## src/rtl/duart_pkg.sv

```systemverilog
package duart_pkg;
  localparam int BYTE_W  = 8;
  localparam int NUM_CH  = 2;
  localparam int ADDR_W  = 6;
  localparam int IRQ_STRIDE = 4;

  localparam logic [1:0] REG_MODE = 2'd0;
  localparam logic [1:0] REG_STAT = 2'd1;
  localparam logic [1:0] REG_CMD  = 2'd2;
  localparam logic [1:0] REG_DATA = 2'd3;

  localparam logic [3:0] SH_IRQ = 4'b0101;
  localparam logic [3:0] SH_SET = 4'b1110;
  localparam logic [3:0] SH_CLR = 4'b1111;

  typedef enum logic [2:0] {
    MC_NONE    = 3'd0,
    MC_PTR_RST = 3'd1,
    MC_RX_RST  = 3'd2,
    MC_TX_RST  = 3'd3,
    MC_RSV4    = 3'd4,
    MC_RSV5    = 3'd5,
    MC_BRK_ON  = 3'd6,
    MC_BRK_OFF = 3'd7
  } misc_cmd_e;

  typedef struct packed {
    logic brk;
    logic fe;
    logic pe;
  } rx_err_t;
endpackage

```

## src/rtl/duart_chan.sv

```systemverilog
module duart_chan
  import duart_pkg::*;
(
  input  logic              clk,
  input  logic              rst_n,
  input  logic              sel_wr,
  input  logic              sel_rd,
  input  logic [1:0]        reg_idx,
  input  logic [BYTE_W-1:0] wdata,
  output logic [BYTE_W-1:0] rdata,
  output logic              txrdy_o,
  output logic              rxrdy_o,
  output logic              tx_valid,
  input  logic              tx_ready,
  output logic [BYTE_W-1:0] tx_data,
  input  logic              tx_busy,
  input  logic              rx_valid,
  output logic              rx_ready,
  input  logic [BYTE_W-1:0] rx_data,
  input  logic [2:0]        rx_flags,
  output logic              brk_o,
  output logic [BYTE_W-1:0] mode1_q,
  output logic [BYTE_W-1:0] mode2_q,
  output logic [BYTE_W-1:0] csel_q
);
  logic rx_en, tx_en, mptr, tx_full, rx_full, ovr;
  logic [BYTE_W-1:0] tx_hold, rx_hold;
  rx_err_t err_q;
  misc_cmd_e cmd;

  logic wr_mode, wr_csel, wr_cmd, wr_data, rd_mode, rd_data;
  logic tx_fire, rx_fire, txemt;

  assign cmd     = misc_cmd_e'(wdata[6:4]);
  assign wr_mode = sel_wr && reg_idx == REG_MODE;
  assign wr_csel = sel_wr && reg_idx == REG_STAT;
  assign wr_cmd  = sel_wr && reg_idx == REG_CMD;
  assign wr_data = sel_wr && reg_idx == REG_DATA;
  assign rd_mode = sel_rd && reg_idx == REG_MODE;
  assign rd_data = sel_rd && reg_idx == REG_DATA;

  assign tx_valid = tx_full && tx_en;
  assign tx_data  = tx_hold;
  assign tx_fire  = tx_valid && tx_ready;
  assign rx_ready = rx_en;
  assign rx_fire  = rx_valid && rx_en;

  assign txrdy_o = tx_en && !tx_full;
  assign txemt   = txrdy_o && !tx_busy;
  assign rxrdy_o = rx_full;

  always_ff @(posedge clk or negedge rst_n) begin
    if (!rst_n) begin
      rx_en <= 1'b0; tx_en <= 1'b0; mptr <= 1'b0; brk_o <= 1'b0;
      mode1_q <= '0; mode2_q <= '0; csel_q <= '0;
    end else begin
      if (wr_cmd) begin
        if (wdata[0]) rx_en <= 1'b1;
        if (wdata[1]) rx_en <= 1'b0;
        if (wdata[2]) tx_en <= 1'b1;
        if (wdata[3]) tx_en <= 1'b0;
        if (cmd == MC_BRK_ON)  brk_o <= 1'b1;
        if (cmd == MC_BRK_OFF) brk_o <= 1'b0;
      end
      if (wr_cmd && cmd == MC_PTR_RST) mptr <= 1'b0;
      else if (wr_mode || rd_mode)     mptr <= 1'b1;
      if (wr_mode) begin
        if (!mptr) mode1_q <= wdata;
        else       mode2_q <= wdata;
      end
      if (wr_csel) csel_q <= wdata;
    end
  end

  always_ff @(posedge clk or negedge rst_n) begin
    if (!rst_n) begin
      tx_full <= 1'b0; tx_hold <= '0;
    end else if (wr_cmd && cmd == MC_TX_RST) begin
      tx_full <= 1'b0;
    end else if (tx_fire) begin
      tx_full <= 1'b0;
    end else if (wr_data && txrdy_o) begin
      tx_full <= 1'b1;
      tx_hold <= wdata;
    end
  end

  always_ff @(posedge clk or negedge rst_n) begin
    if (!rst_n) begin
      rx_full <= 1'b0; rx_hold <= '0; err_q <= '0; ovr <= 1'b0;
    end else if (wr_cmd && cmd == MC_RX_RST) begin
      rx_full <= 1'b0; err_q <= '0; ovr <= 1'b0;
    end else begin
      if (rx_fire && (!rx_full || rd_data)) begin
        rx_full <= 1'b1;
        rx_hold <= rx_data;
        err_q   <= rx_err_t'(rx_flags);
      end else if (rd_data) begin
        rx_full <= 1'b0;
        err_q   <= '0;
      end
      if (rx_fire && rx_full && !rd_data) ovr <= 1'b1;
    end
  end

  always_comb begin
    unique case (reg_idx)
      REG_MODE: rdata = mptr ? mode2_q : mode1_q;
      REG_STAT: rdata = {err_q.brk, err_q.fe, err_q.pe, ovr, txemt, txrdy_o, 1'b0, rx_full};
      REG_DATA: rdata = rx_hold;
      default:  rdata = '0;
    endcase
  end

  // an offered byte is held until taken
  a_r4_tx_hold: assert property (@(posedge clk) disable iff (!rst_n)
    (tx_valid && !tx_ready && !wr_cmd) |=> (tx_valid && $stable(tx_data)));

  // reading the held byte empties the receive holding register
  a_r6_read_clears: assert property (@(posedge clk) disable iff (!rst_n)
    (rd_data && rxrdy_o && !rx_fire) |=> !rxrdy_o);

  // a byte arriving on a full holding register raises overrun
  a_r7_overrun: assert property (@(posedge clk) disable iff (!rst_n)
    (rx_fire && rxrdy_o && !rd_data && !wr_cmd) |=> rdata[4] || reg_idx != REG_STAT || ovr);

  // the first mode access after a pointer reset lands in mode register 1
  a_r9_first_mr1: assert property (@(posedge clk) disable iff (!rst_n)
    (wr_mode && !mptr) |=> (mode1_q == $past(wdata) && $stable(mode2_q)));
endmodule

```

## src/rtl/duart_shared.sv

```systemverilog
module duart_shared
  import duart_pkg::*;
(
  input  logic              clk,
  input  logic              rst_n,
  input  logic              wr_imr,
  input  logic              wr_set,
  input  logic              wr_clr,
  input  logic [BYTE_W-1:0] wdata,
  input  logic [NUM_CH-1:0] txrdy,
  input  logic [NUM_CH-1:0] rxrdy,
  output logic [BYTE_W-1:0] isr,
  output logic              irq,
  output logic [BYTE_W-1:0] out_port
);
  logic [BYTE_W-1:0] imr;

  always_comb begin
    isr = '0;
    for (int c = 0; c < NUM_CH; c++) begin
      isr[IRQ_STRIDE*c]     = txrdy[c];
      isr[IRQ_STRIDE*c + 1] = rxrdy[c];
    end
  end

  assign irq = |(isr & imr);

  always_ff @(posedge clk or negedge rst_n) begin
    if (!rst_n) begin
      imr <= '0; out_port <= '0;
    end else begin
      if (wr_imr) imr <= wdata;
      if (wr_set) out_port <= out_port | wdata;
      else if (wr_clr) out_port <= out_port & ~wdata;
    end
  end

  // set address forces the selected bits high
  a_r12_set: assert property (@(posedge clk) disable iff (!rst_n)
    wr_set |=> ((out_port & $past(wdata)) == $past(wdata)));
  // clear address forces the selected bits low
  a_r12_clr: assert property (@(posedge clk) disable iff (!rst_n)
    (wr_clr && !wr_set) |=> ((out_port & $past(wdata)) == '0));
  // the port moves only on a set or clear write
  a_r12_keep: assert property (@(posedge clk) disable iff (!rst_n)
    (!wr_set && !wr_clr) |=> $stable(out_port));
endmodule

```

## src/rtl/duart_regif.sv

```systemverilog
module duart_regif
  import duart_pkg::*;
(
  input  logic                          clk,
  input  logic                          rst_n,
  input  logic [ADDR_W-1:0]             bus_addr,
  input  logic                          bus_wr,
  input  logic                          bus_rd,
  input  logic [BYTE_W-1:0]             bus_wdata,
  output logic [BYTE_W-1:0]             bus_rdata,
  output logic                          irq,
  output logic [BYTE_W-1:0]             out_port,
  output logic [NUM_CH-1:0]             tx_valid,
  input  logic [NUM_CH-1:0]             tx_ready,
  output logic [NUM_CH-1:0][BYTE_W-1:0] tx_data,
  input  logic [NUM_CH-1:0]             tx_busy,
  input  logic [NUM_CH-1:0]             rx_valid,
  output logic [NUM_CH-1:0]             rx_ready,
  input  logic [NUM_CH-1:0][BYTE_W-1:0] rx_data,
  input  logic [NUM_CH-1:0][2:0]        rx_flags,
  output logic [NUM_CH-1:0]             brk_out,
  output logic [NUM_CH-1:0][BYTE_W-1:0] mode1_q,
  output logic [NUM_CH-1:0][BYTE_W-1:0] mode2_q,
  output logic [NUM_CH-1:0][BYTE_W-1:0] csel_q
);
  logic [3:0] widx;
  logic       is_shared;
  logic [NUM_CH-1:0] txrdy, rxrdy;
  logic [NUM_CH-1:0][BYTE_W-1:0] ch_rdata;
  logic [BYTE_W-1:0] isr;

  assign widx      = bus_addr[5:2];
  assign is_shared = bus_addr[4];

  for (genvar c = 0; c < NUM_CH; c++) begin : g_ch
    logic hit;
    assign hit = !is_shared && (bus_addr[5] == c[0]);
    duart_chan u_chan (
      .clk      (clk),
      .rst_n    (rst_n),
      .sel_wr   (bus_wr && hit),
      .sel_rd   (bus_rd && hit),
      .reg_idx  (bus_addr[3:2]),
      .wdata    (bus_wdata),
      .rdata    (ch_rdata[c]),
      .txrdy_o  (txrdy[c]),
      .rxrdy_o  (rxrdy[c]),
      .tx_valid (tx_valid[c]),
      .tx_ready (tx_ready[c]),
      .tx_data  (tx_data[c]),
      .tx_busy  (tx_busy[c]),
      .rx_valid (rx_valid[c]),
      .rx_ready (rx_ready[c]),
      .rx_data  (rx_data[c]),
      .rx_flags (rx_flags[c]),
      .brk_o    (brk_out[c]),
      .mode1_q  (mode1_q[c]),
      .mode2_q  (mode2_q[c]),
      .csel_q   (csel_q[c])
    );
  end

  duart_shared u_shared (
    .clk      (clk),
    .rst_n    (rst_n),
    .wr_imr   (bus_wr && widx == SH_IRQ),
    .wr_set   (bus_wr && widx == SH_SET),
    .wr_clr   (bus_wr && widx == SH_CLR),
    .wdata    (bus_wdata),
    .txrdy    (txrdy),
    .rxrdy    (rxrdy),
    .isr      (isr),
    .irq      (irq),
    .out_port (out_port)
  );

  always_comb begin
    if (!is_shared)           bus_rdata = ch_rdata[bus_addr[5]];
    else if (widx == SH_IRQ)  bus_rdata = isr;
    else                      bus_rdata = '0;
  end

  // a write to one channel leaves the other channel's mode registers alone
  a_r14_isolate: assert property (@(posedge clk) disable iff (!rst_n)
    (bus_wr && !is_shared && bus_addr[5]) |=> ($stable(mode1_q[0]) && $stable(mode2_q[0])));
endmodule

```

## config.mk

```make
export PLATFORM = sky130hd
export DESIGN_NAME = duart_regif
export DESIGN_NICKNAME = d
export VERILOG_FILES = /design/src/rtl/duart_pkg.sv /design/src/rtl/duart_chan.sv /design/src/rtl/duart_shared.sv /design/src/rtl/duart_regif.sv
export SDC_FILE = /design/constraint.sdc
export NUM_CORES = 1
export LEC_CHECK = 0
export BUFFER_PORTS_ARGS = -buffer_cell sky130_fd_sc_hd__buf_2
export CORE_UTILIZATION = 50
export CTS_BUF_LIST = sky130_fd_sc_hd__clkbuf_4 sky130_fd_sc_hd__clkbuf_8
export DETAILED_ROUTE_END_ITERATION = 8
export GPL_TIMING_DRIVEN = 0
export PLACE_DENSITY_LB_ADDON = 0.3
export SYNTH_ARGS = -nofsm -noshare
export SYNTH_HDL_FRONTEND = slang
export SYNTH_SLANG_ARGS = --single-unit
```

## constraint.sdc

```tcl
create_clock -name clk -period 1.6 [get_ports clk]
set_input_delay 0.08 -clock clk [delete_from_list [all_inputs] [get_ports clk]]
set_output_delay 0.08 -clock clk [all_outputs]
set_load 0.05 [all_outputs]
```

==> impl_metrics.json, run 1 <==
{
  "dr.pass1.iters": 5,
  "fin_nets": 659,
  "r2r_start": "g_ch[1].u_chan.mptr$_DFFE_PN0P_",
  "min_path_type": "input pin to register",
  "setup_violations": 10,
  "drv_slew": 0,
  "worstPathCellList": "buf_6 -> mux2i_2 -> a311oi_1 -> o21ai_1 -> o31ai_4 -> buf_6",
  "cp_slowest_cell": "dfrtp_1",
  "grt_max_degree": 58,
  "drt-wirelength-per-cell_um": 19.54,
  "core_area_um2": 10280,
  "fin_crit_ns": 1.994,
  "fin_crit_sh_pct": 124.6,
  "yosysWarnings": 0,
  "cts_made_buffers": 9,
  "synth_seq_cells": 112,
  "rsz0062_at_grt": "true",
  "leakagePower_nw": 3.421,
  "ios": 133,
  "root_buffer": "clkbuf_8",
  "drt_wl_total_um": 14720,
  "clk_pin_slew_ns": 0.11,
  "die_h_um": 104.8,
  "syn_nets": 479,
  "grt_pass1_wl_um": 22940,
  "synth_cell_type_count": 50,
  "antenna_found_initial": 0,
  "setup_slack_ns": -0.3940,
  "wl_met2_um": 7090,
  "synth-main-ff-cell": "dfrtp_1",
  "dp.final_hpwl_um": 10250,
  "placed_cell_area_um2": 6205,
  "vias": 4230,
  "whs_ns": 0.01108,
  "crit_path_end_kind": "output port",
  "grt_pass1_vias": 4321,
  "multi_input_area_um2": 2469,
  "syn_to_final_growth_pct": 32.06,
  "netlist_area_um2": 5284,
  "ys_seq_area_share_pct": 53.04,
  "synth_cells": 433,
  "worstSetupPathType": "register to output port",
  "finalWeightedCongestion": 0.9146,
  "top_layer_used": "met4",
  "status": "finished, violations left",
  "clkLatencyLatePin_ns": 0.38,
  "min_from": "rx_valid[0]",
  "start_util_pct": 51.41,
  "cts_tree": "done",
  "worst_pin_slew_ns": 0.7271,
  "met3_wirelength_um": 1134,
  "cts.path.max_buffers": 2,
  "grt_usage_pct": 27.88,
  "layout_common_cells": "125 x buf_2, 111 x dfrtp_1, 95 x mux2_2, 40 x nand2_1, 28 x dlygate4sd3_1",
  "via_per_inst": 5.618,
  "cp_slowest_stage_delay_ns": 0.42,
  "layout_commonest_cell": "buf_2",
  "numPortBuffers": 130,
  "violations": "setup timing",
  "clock_skew_ns": 0.01310,
  "drt-met1-wl_um": 6010,
  "rrSetupSlack_ns": 0.04,
  "die-area_um2": 10980,
  "cp-start-kind": "register",
  "fillers": 802,
  "peakVddDrop_mv": 1.052,
  "drive_gt1_share_pct": 50.57,
  "tns_ns": -2.856,
  "crit_start": "g_ch[1].u_chan.mptr$_DFFE_PN0P_",
  "avgSynthCellArea_um2": 12.20,
  "critPathMostFrequentCell": "buf_6",
  "htree_levels": 3,
  "hold_viol": 0,
  "antenna_cells": 0,
  "register_area_um2": 2804,
  "synth_edf_count": 0,
  "drc_errors": 0,
  "relSlewSlack_pct": 51.52,
  "initialDrtViolationCount": 203,
  "maxCapViolations": 0,
  "antenna_left": 0,
  "die-width_um": 104.8,
  "arrival_ns": 1.91,
  "async_flop_share_pct": 100.0,
  "fin_area_um2": 6978,
  "grt_overflow_total": 0,
  "fmax_ghz": 0.5015,
  "numClockSinks": 112,
  "num_rows": 37,
  "path_max_fanout": 8,
  "powerDensity_nw_per_um2": 1491,
  "required_ns": 1.52
}
==> critical path, delay by kind of cell (launching register included) <==
family / cells / cell delay, ns
compound gates: 3 / 0.57
flops: 1 / 0.42
mux: 1 / 0.18
buf+inv: 2 / 0.35
==> timing repair <==
action / CTS / global route
endpoints found under the setup margin: 53 / 33
buffers inserted: 6 / 5
hold buffers: 28 / 0
resized for setup: 35 / 11
endpoints found under the hold margin: 83 / 0
pin swaps: 9 / 10
==> cell usage after synthesis (2+ instances only) <==
cell type / n / area, um2
a221oi_1: 4 / 35.03
a2bb2oi_1: 4 / 35.03
nor3_1: 2 / 10.01
nand3_1: 5 / 25.02
clkbuf_1: 12 / 45.04
nor2_1: 12 / 45.04
buf_4: 8 / 60.06
a311oi_1: 2 / 17.52
o211ai_1: 2 / 15.01
a21oi_1: 25 / 125.1
nor2_2: 2 / 12.51
nor2b_1: 6 / 37.54
and3_1: 5 / 31.28
mux2_2: 97 / 1092
dfrtp_1: 112 / 2803
o21ai_0: 17 / 85.08
a211oi_1: 3 / 22.52
nor3_4: 4 / 65.06
nand2_1: 41 / 153.9
nor3b_1: 2 / 15.01
and3b_1: 2 / 17.52
or2_2: 2 / 12.51
inv_1: 2 / 7.510
a31o_2: 2 / 17.52
a32oi_1: 7 / 61.31
o31ai_1: 4 / 30.03
nand3b_4: 2 / 40.04
mux2i_1: 11 / 110.1
nand2b_1: 2 / 12.51
buf_2: 8 / 40.04
and2_1: 6 / 37.54
a21bo_2: 2 / 20.02
==> metal layers <==
metal	up-vias	GRT usage, %
met3	29	7.611
met2	201	44.70
met5	-	0
met1	2087	35.22
li1	1913	-
met4	0	12.88
==> report_power, final <==
part	internal, W	switching, W	total [W]	leakage [nW]
combinational	0.00147	0.00291	0.00438	1.91
sequential	0.00361	0.000534	0.00414	1.40
clock	0.000913	0.000968	0.00188	0.110
total	0.00600	0.00441	0.0104	3.42
==> per-stage QoR <==
stage	power, W	setup WS (ns)	util [%]	cells
6_report	0.01041	-0.3940	67.90	753
5_1_grt	0.01086	-0.4551	67.90	753
4_1_cts	0.01039	-0.3807	67.01	749
3_5_place_dp	0.008289	-0.3408	60.37	700
3_3_place_gp	0.008177	-0.9585	60.08	699
2_1_floorplan	0.007148	-0.1899	-	433
==> path summary, 6_finish.rpt <==
check	end	cells after the start
max in group asynchronous	g_ch[0].u_chan.csel_q[5]$_DFFE_PN0P_	3
worst min register to register	register	2
min in group asynchronous	g_ch[1].u_chan.rx_hold[3]$_DFFE_PN0P_	2
worst min-delay path	g_ch[0].u_chan.rxrdy_o$_DFFE_PN0P_	3
worst max register to register	g_ch[1].u_chan.mode1_q[4]$_DFFE_PN0P_	5
worst max-delay path	bus_rdata[4]	6
==> registers in the layout, summed over array words and instances, names as in the netlist, named ones only <==
register / count
g_ch.u_chan.brk_o: 2
g_ch.u_chan.csel_q: 16
g_ch.u_chan.err_q: 6
g_ch.u_chan.mode1_q: 16
g_ch.u_chan.mode2_q: 16
g_ch.u_chan.mptr: 2
g_ch.u_chan.ovr: 2
g_ch.u_chan.rx_hold: 16
g_ch.u_chan.rx_ready: 2
g_ch.u_chan.rxrdy_o: 2
g_ch.u_chan.tx_data: 16
g_ch.u_chan.tx_en: 2
g_ch.u_chan.tx_full: 2
u_shared.imr: 4
==> cells by family (layout without fill, tap and decap cells) <==
family | after synthesis | count (layout) | synth area share, %
buffers and inverters | 33 | 217 | 3.244
multiplexers | 109 | 109 | 22.97
flip-flops | 112 | 112 | 53.04
AND/OR/NAND/NOR | 100 | 100 | 10.87
AO/OA/AOI/OAI | 79 | 79 | 9.875
==> layout make-up <==
cell class,count,share of cell area (%)
tap,136,2.439
buffer,30,2.492
timing repair buffer,169,16.17
multi-input combinational,288,35.38
sequential,112,40.18
inverter,3,0.1614
clock buffer,10,1.883
clock inverter,5,1.291
Note: power is estimated with default switching activity, not from simulation.
==> inputs of run 2 (changes only) <==
--- a/config.mk
+++ b/config.mk
@@ -7,7 +7,6 @@
 export LEC_CHECK = 0
 export BUFFER_PORTS_ARGS = -buffer_cell sky130_fd_sc_hd__buf_2
 export CORE_UTILIZATION = 50
-export CTS_BUF_LIST = sky130_fd_sc_hd__clkbuf_4 sky130_fd_sc_hd__clkbuf_8
 export DETAILED_ROUTE_END_ITERATION = 8
 export GPL_TIMING_DRIVEN = 0
 export PLACE_DENSITY_LB_ADDON = 0.3
==> run 2 against run 1 <==
Effect of this change: the flow still finishes with violations (setup timing); largest power group unchanged; sequential power barely moved; largest cell class unchanged; non-clock buffer count stayed put; critical path type unchanged; hold slack better by 0.0036 ns; flip-flop and latch count stayed put; fmax shrank 0.17%.
==> impl_metrics.json, run 2 (synthesis results as in run 1) <==
{
  "via_per_inst": 5.632,
  "cp_slowest_stage_delay_ns": 0.42,
  "fin_crit_sh_pct": 124.8,
  "clock_skew_ns": 0.01442,
  "dr.pass1.iters": 7,
  "finalWeightedCongestion": 0.9146,
  "cts.path.max_buffers": 2,
  "layout_common_cells": "125 x buf_2, 111 x dfrtp_1, 95 x mux2_2, 40 x nand2_1, 28 x dlygate4sd3_1",
  "crit_path_end_kind": "output port",
  "die_h_um": 104.8,
  "drt-wirelength-per-cell_um": 19.59,
  "power_w": 0.01040,
  "min_path_type": "input pin to register",
  "layout_commonest_cell": "buf_2",
  "required_ns": 1.52,
  "ios": 133,
  "fin_crit_ns": 1.997,
  "drt-met1-wl_um": 6072,
  "grt_usage_pct": 27.88,
  "maxCapViolations": 0,
  "drive_gt1_share_pct": 50.41,
  "arrival_ns": 1.92,
  "numPortBuffers": 130,
  "initialDrtViolationCount": 201,
  "htree_levels": 3,
  "setup_slack_ns": -0.3973,
  "fillers": 803,
  "setup_violations": 10,
  "antenna_found_initial": 0,
  "fin_area_um2": 6974,
  "top_layer_used": "met4",
  "powerDensity_nw_per_um2": 1491,
  "grt_pass1_vias": 4321,
  "met3_wirelength_um": 1082,
  "antenna_cells": 0,
  "antenna_left": 0,
  "leakagePower_nw": 3.417,
  "grt_max_degree": 58,
  "placed_cell_area_um2": 6205,
  "worstSetupPathType": "register to output port",
  "peakVddDrop_mv": 1.048,
  "register_area_um2": 2804,
  "fmax_ghz": 0.5007,
  "worst_pin_slew_ns": 0.7286,
  "grt_overflow_total": 0,
  "violations": "setup timing",
  "syn_to_final_growth_pct": 31.99,
  "fin_nets": 659,
  "start_util_pct": 51.41,
  "hold_viol": 0,
  "die-area_um2": 10980,
  "path_max_fanout": 8,
  "drt_wl_total_um": 14750,
  "root_buffer": "clkbuf_8",
  "clkLatencyLatePin_ns": 0.38,
  "utilization_pct": 67.86,
  "drc_errors": 0,
  "cp-start-kind": "register",
  "wl_met2_um": 7071,
  "dp.final_hpwl_um": 10250,
  "numClockSinks": 112,
  "core_area_um2": 10280,
  "num_rows": 37,
  "cts_made_buffers": 9,
  "crit_buf_inv": 2,
  "status": "finished, violations left",
  "worstPathCellList": "buf_6 -> mux2i_2 -> a311oi_1 -> o21ai_1 -> o31ai_4 -> buf_6",
  "critPathMostFrequentCell": "buf_6",
  "whs_ns": 0.01466,
  "drv_slew": 0,
  "vias": 4241,
  "multi_input_area_um2": 2469,
  "rsz0062_at_grt": "true",
  "cp_slowest_cell": "dfrtp_1",
  "cts_tree": "done",
  "die-width_um": 104.8,
  "cp_top_family": "compound AO/OA/AOI/OAI gates",
  "clk_pin_slew_ns": 0.11,
  "grt_pass1_wl_um": 22940,
  "relSlewSlack_pct": 51.43
}
-- run 2: cell counts in the layout (fill, tap and decap cells not counted) --
No cell type changed its count.
-- run 2: cell type report --
cell class	count	share of cell area (%)
Inverter	3	0.1615
Timing Repair Buffer	169	16.18
Sequential cell	112	40.20
Clock buffer	10	1.830
Tap cell	136	2.440
Buffer	30	2.494
Multi-Input combinational cell	288	35.40
Clock inverter	5	1.292
-- run 2: report_power, final --
part / total (W) / internal (W) / switching, W / leakage (nW)
Combinational: 0.00438 / 0.00147 / 0.00291 / 1.91
Clock: 0.00187 / 0.000896 / 0.000971 / 0.106
Sequential: 0.00415 / 0.00361 / 0.000535 / 1.40
Total: 0.0104 / 0.00598 / 0.00441 / 3.42
-- run 2: repair_timing --
| action | in CTS | in global routing |
|---|---|---|
| setup endpoints to repair | 53 | 33 |
| gates resized for setup | 35 | 11 |
| endpoints found under the hold margin | 83 | 0 |
| pin swaps | 9 | 10 |
| buffers inserted | 6 | 5 |
| hold buffers | 28 | 0 |
-- run 2: final timing paths --
path	startpoint	to	slack, ns	cells after the start
max	g_ch[1].u_chan.mptr$_DFFE_PN0P_	bus_rdata[4]	-0.40	6
min	rx_valid[0]	g_ch[0].u_chan.rxrdy_o$_DFFE_PN0P_	0.01	3
max reg2reg	g_ch[1].u_chan.mptr$_DFFE_PN0P_	g_ch[1].u_chan.mode1_q[4]$_DFFE_PN0P_	0.04	5
min reg2reg	register	register	0.49	2
max in group asynchronous	rst_n	g_ch[0].u_chan.csel_q[5]$_DFFE_PN0P_	0.62	3
min in group asynchronous	rst_n	g_ch[1].u_chan.rx_hold[3]$_DFFE_PN0P_	0.29	2
-- run 2: tightest hold or removal path, stage by stage --
cell and delay, ns:
buf_2 0.11, nand2_1 0.10, a21oi_1 0.07
-- run 2: routing by layer --
metal  track usage, %  up-vias
li1                 -     1915
met1            35.22     2094
met2            44.70      201
met3            7.611       31
met4            12.88        0
met5                0        -
-- run 2: stage by stage --
step	cells	TNS (ns)	worst slack, ns
final	753	-2.871	-0.3973
after global routing	753	-3.489	-0.4551
after CTS	749	-2.796	-0.3807
after detailed placement	700	-10.41	-0.3408
after global placement	699	-94.31	-0.9585
after floorplan	433	-0.5237	-0.1899
